==> config.mk <==
export PLATFORM = sky130hd
export DESIGN_NAME = can_rx_stamp_strobe
export DESIGN_NICKNAME = d
export VERILOG_FILES = /design/src/rtl/can_stamp_pkg.sv /design/src/rtl/frame_err_tracker.sv /design/src/rtl/stamp_pulse_gen.sv /design/src/rtl/cap_src_mux.sv /design/src/rtl/can_rx_stamp_strobe.sv
export SDC_FILE = /design/constraint.sdc
export NUM_CORES = 1
export LEC_CHECK = 0
export BUFFER_PORTS_ARGS = -buffer_cell sky130_fd_sc_hd__buf_2
export CAP_MARGIN = 20
export CORE_AREA = 2 2 39 41
export CTS_BUF_LIST = sky130_fd_sc_hd__clkbuf_16
export DETAILED_ROUTE_END_ITERATION = 7
export DIE_AREA = 0 0 41 43
export HOLD_SLACK_MARGIN = 0.12
export PLACE_DENSITY = 0.34
export SLEW_MARGIN = 20
export SYNTH_ARGS = -nofsm -noshare
export SYNTH_HDL_FRONTEND = slang
export SYNTH_HIERARCHICAL = 1
export SYNTH_SLANG_ARGS = --single-unit
==> constraint.sdc <==
create_clock -name clk -period 0.9 [get_ports clk]
set_input_delay 0.09 -clock clk [delete_from_list [all_inputs] [get_ports clk]]
set_output_delay 0.09 -clock clk [all_outputs]
set_load 0.01 [all_outputs]
==> src/rtl/can_stamp_pkg.sv <==
package can_stamp_pkg;
  typedef enum logic {
    CAP_SRC_PIN   = 1'b0,
    CAP_SRC_STAMP = 1'b1
  } cap_src_e;
endpackage

==> src/rtl/frame_err_tracker.sv <==
module frame_err_tracker (
  input  logic clk,
  input  logic rst_n,
  input  logic err_flag,
  input  logic sof,
  input  logic frame_end,
  output logic err_seen
);
  // A new error always wins over a clear in the same cycle.
  always_ff @(posedge clk or negedge rst_n) begin
    if (!rst_n)                 err_seen <= 1'b0;
    else if (err_flag)          err_seen <= 1'b1;
    else if (sof || frame_end)  err_seen <= 1'b0;
  end
endmodule

==> src/rtl/stamp_pulse_gen.sv <==
module stamp_pulse_gen (
  input  logic clk,
  input  logic rst_n,
  input  logic bit_tick,
  input  logic frame_ok,
  input  logic stamp_en,
  output logic pulse
);
  always_ff @(posedge clk or negedge rst_n) begin
    if (!rst_n)         pulse <= 1'b0;
    else if (!stamp_en) pulse <= 1'b0;
    else if (frame_ok)  pulse <= 1'b1;
    else if (bit_tick)  pulse <= 1'b0;
  end
endmodule

==> src/rtl/cap_src_mux.sv <==
module cap_src_mux
  import can_stamp_pkg::*;
#(
  parameter logic PIN_RST_VAL = 1'b0
) (
  input  logic     clk,
  input  logic     rst_n,
  input  logic     cap_pin,
  input  logic     pulse,
  input  cap_src_e sel,
  output logic     cap_in
);
  logic pin_q;

  always_ff @(posedge clk or negedge rst_n) begin
    if (!rst_n) pin_q <= PIN_RST_VAL;
    else        pin_q <= cap_pin;
  end

  always_comb begin
    unique case (sel)
      CAP_SRC_STAMP: cap_in = pulse;
      default:       cap_in = pin_q;
    endcase
  end
endmodule

==> src/rtl/can_rx_stamp_strobe.sv <==
module can_rx_stamp_strobe
  import can_stamp_pkg::*;
#(
  parameter logic PIN_RST_VAL = 1'b0
) (
  input  logic clk,
  input  logic rst_n,
  input  logic bit_tick,
  input  logic eof_done,
  input  logic err_flag,
  input  logic sof,
  input  logic stamp_en,
  input  logic cap_pin,
  output logic cap_in
);
  logic     frame_end_w;
  logic     frame_ok_w;
  logic     err_seen_w;
  logic     pulse_w;
  cap_src_e src_w;

  assign frame_end_w = bit_tick & eof_done;
  assign frame_ok_w  = frame_end_w & ~err_seen_w & ~err_flag;
  assign src_w       = stamp_en ? CAP_SRC_STAMP : CAP_SRC_PIN;

  frame_err_tracker u_err (
    .clk       (clk),
    .rst_n     (rst_n),
    .err_flag  (err_flag),
    .sof       (sof),
    .frame_end (frame_end_w),
    .err_seen  (err_seen_w)
  );

  stamp_pulse_gen u_pulse (
    .clk      (clk),
    .rst_n    (rst_n),
    .bit_tick (bit_tick),
    .frame_ok (frame_ok_w),
    .stamp_en (stamp_en),
    .pulse    (pulse_w)
  );

  cap_src_mux #(.PIN_RST_VAL(PIN_RST_VAL)) u_mux (
    .clk     (clk),
    .rst_n   (rst_n),
    .cap_pin (cap_pin),
    .pulse   (pulse_w),
    .sel     (src_w),
    .cap_in  (cap_in)
  );
endmodule

==> results.txt <==
status: finished, violations left
failing checks: setup timing
initial detailed-routing violation count: 5
Synth Area in Compound Gates: 10.6%
GRT Total Usage: 5.63%
main combinational cell family by area after synthesis: simple AND/OR/NAND/NOR gates
Reg clk slew, reported paths: 0.03 ns
Site Rows: 14
dpl hpwl: 232 um
Netlist cell types: 8
first drt pass iteration count: 2
CP max FO: 2
TritonCTS buffer count: 3
ys async rst share: 100%
number of max-cap violations: 0
CTS tree: done
yosys warns: 6
initial core utilization: 10.2%
Post-synth EDFFs: 0
CP Class: flop to output pin
pwr dens: 2730 mW/mm2
Crit. End Element: output pin
Worst Reg-to-Reg Cells: 2
fillcell total: 151
Post-route DRC: 0
Slew headroom: 94.1%
first-pass GRT wire length: 565 um
flops & latches, synth: 3
initial antenna violation count: 0
clock root buffer: clkbuf_16
CP endpoint: cap_in
Post-Synth Adder-Cell Area: 0%
Worst VDD drop: 0.000737 V
fin nets: 35
Final Cycle Share: 118%
die height: 43 um
Top FF cell, synth: dfrtp_1
Worst Setup SP: u_pulse/pulse
crit path DAT: 0.97 ns
Synth area leaders: dfrtp_1 53%, mux2_4 11%, nor2b_4 9.7%
Worst Tran Pin Value: 0.0877 ns
multi-input logic area: 66.3 um2
largest net degree at the start of global routing: 4
fin util: 23.6%
Post-Synth Simple-Gate Area: 25.7%
Slew Limit Fails: 0
leading area contributor after synthesis: dfrtp_1
final worst slack: -0.162 ns
vias in the first global route: 148
count leader, synth: dfrtp_1
startpoint types: flop
sequential-to-total area share from yosys stat: 53.1%
antenna viol nets, final: 0
number of H-tree levels: 1
DRT Wirelength: 344 um
Core Footprint: 0.00138 mm2
Worst R2R Start: u_err/err_seen
worst-skew pair later-pin latency: 0.22 ns
CTS Sinks: 3
Synth-to-Final Area Change: 131%
clock skew: 0.000144 ns
Hold Crit Class: input port to flop
Synth top area share: 53.1%
IO buf count: 8
Placer Congestion: 0.496
Syn Nets: 18
final antenna diode count: 0
Final setup viols: 1
Vias/cell: 3.29
Seq. cell area: 75.1 um2
die area: 0.00176 mm2
vias: 138
IO Count: 9
Period minus WS final: 1.06 ns
layout cell share with drive strength beyond 1: 50.0%
synthesized area: 141 um2
Max Fclk: 941 MHz
final hold violations: 0
Worst R2R End: u_pulse/pulse
Die X: 41 um
RSZ-0062 raised after global routing: true
Avg Inst Size Synth: 14.1 um2
Clock Path Buffers: 2
global route overflow: 0
Syn Inst Count: 10
total power: 0.891 mW
fraction of synthesized area in multiplexers: 10.6%
Leak Pwr: 0.160 nW
CP Data Required Time: 0.81 ns
XOR/XNOR Fraction of Synth Area: 0%
FF-to-FF setup slack: 0.08 ns
Wirelength per Cell: 8.19 um
[cell usage in the layout (no fill, tap or decap), drive strengths merged]
cell         instances
mux2                 1
a21o                 1
buf                  8
inv                  1
dfrtp                3
nor2                 1
clkbuf               3
dlygate4sd3          4
nor2b                1
o21a                 1
and2                 1
and4bb               1
[flip-flops by register name (all words and copies together) (netlist names)]
name	flops
u_mux/pin_q	1
u_err/err_seen	1
u_pulse/pulse	1
[how the worst min path moves through the flow]
stage | slack (ns) | from | depth (start not counted) | endpoint
global route | 0.20 | sof | 3 | u_err/err_seen
global placement | -0.11 | rst_n | 1 | u_mux/pin_q
floorplan | -0.21 | rst_n | 0 | u_err/err_seen
finish | 0.18 | sof | 3 | u_err/err_seen
CTS | 0.18 | sof | 3 | u_err/err_seen
detailed placement | -0.11 | rst_n | 1 | u_pulse/pulse
[timing repair]
item                                    CTS  global route
gates resized for setup                   1             0
setup buffers                             0             0
hold endpoints to repair                  6             0
hold buffers                              4             0
endpoints found under the setup margin    1             1
gates cloned                              0             0
[report_power, final]
| part | switching (mW) | leakage [nW] | internal, mW | total, mW |
|---|---|---|---|---|
| Clock | 0.116 | 0.0423 | 0.572 | 0.688 |
| Sequential | 0.00243 | 0.0365 | 0.142 | 0.145 |
| Combinational | 0.0189 | 0.0814 | 0.0388 | 0.0577 |
| Total | 0.137 | 0.160 | 0.754 | 0.891 |
[layout make-up]
type                       count  share of cell area [%]
timing repair buffer          12                    26.4
clock buffer                   3                    23.0
clock inverter                 1                    1.15
multi-input combinational      7                    20.3
tap                           16                    6.13
sequential                     3                    23.0
[critical path, stage by stage (launching register included)]
cell and delay (ns):
dfrtp_1 0.37, mux2_4 0.26, buf_6 0.12
[stage by stage]
step / worst slack, ns / hold WS (ns) / cell area, um2 / TNS (ns) / cells
5_1_grt: -0.190 / 0.198 / 327 / -0.190 / 42
2_1_floorplan: 0.103 / -0.206 / 141 / 0 / 10
4_1_cts: -0.165 / 0.183 / 327 / -0.165 / 42
6_report: -0.162 / 0.184 / 327 / -0.162 / 42
3_5_place_dp: 0.0625 / -0.113 / 201 / 0 / 34
3_3_place_gp: 0.0685 / -0.113 / 201 / 0 / 34
[per-layer routing]
| metal | global-route usage [%] | part of all wire [%] | vias up |
|---|---|---|---|
| met5 | 0 | 0 | - |
| met3 | 4.71 | 16 | 0 |
| met2 | 6.25 | 46 | 7 |
| met1 | 4.85 | 38 | 65 |
| li1 | - | - | 66 |
| met4 | 8.00 | 0 | 0 |
[cells by family (layout without fill, tap and decap cells)]
kind of cell	count (synthesis)	after routing
buf+inv	0	16
flops	3	3
simple gates	4	4
compound gates	2	2
mux	1	1
Note: power is estimated with default switching activity, not from simulation.
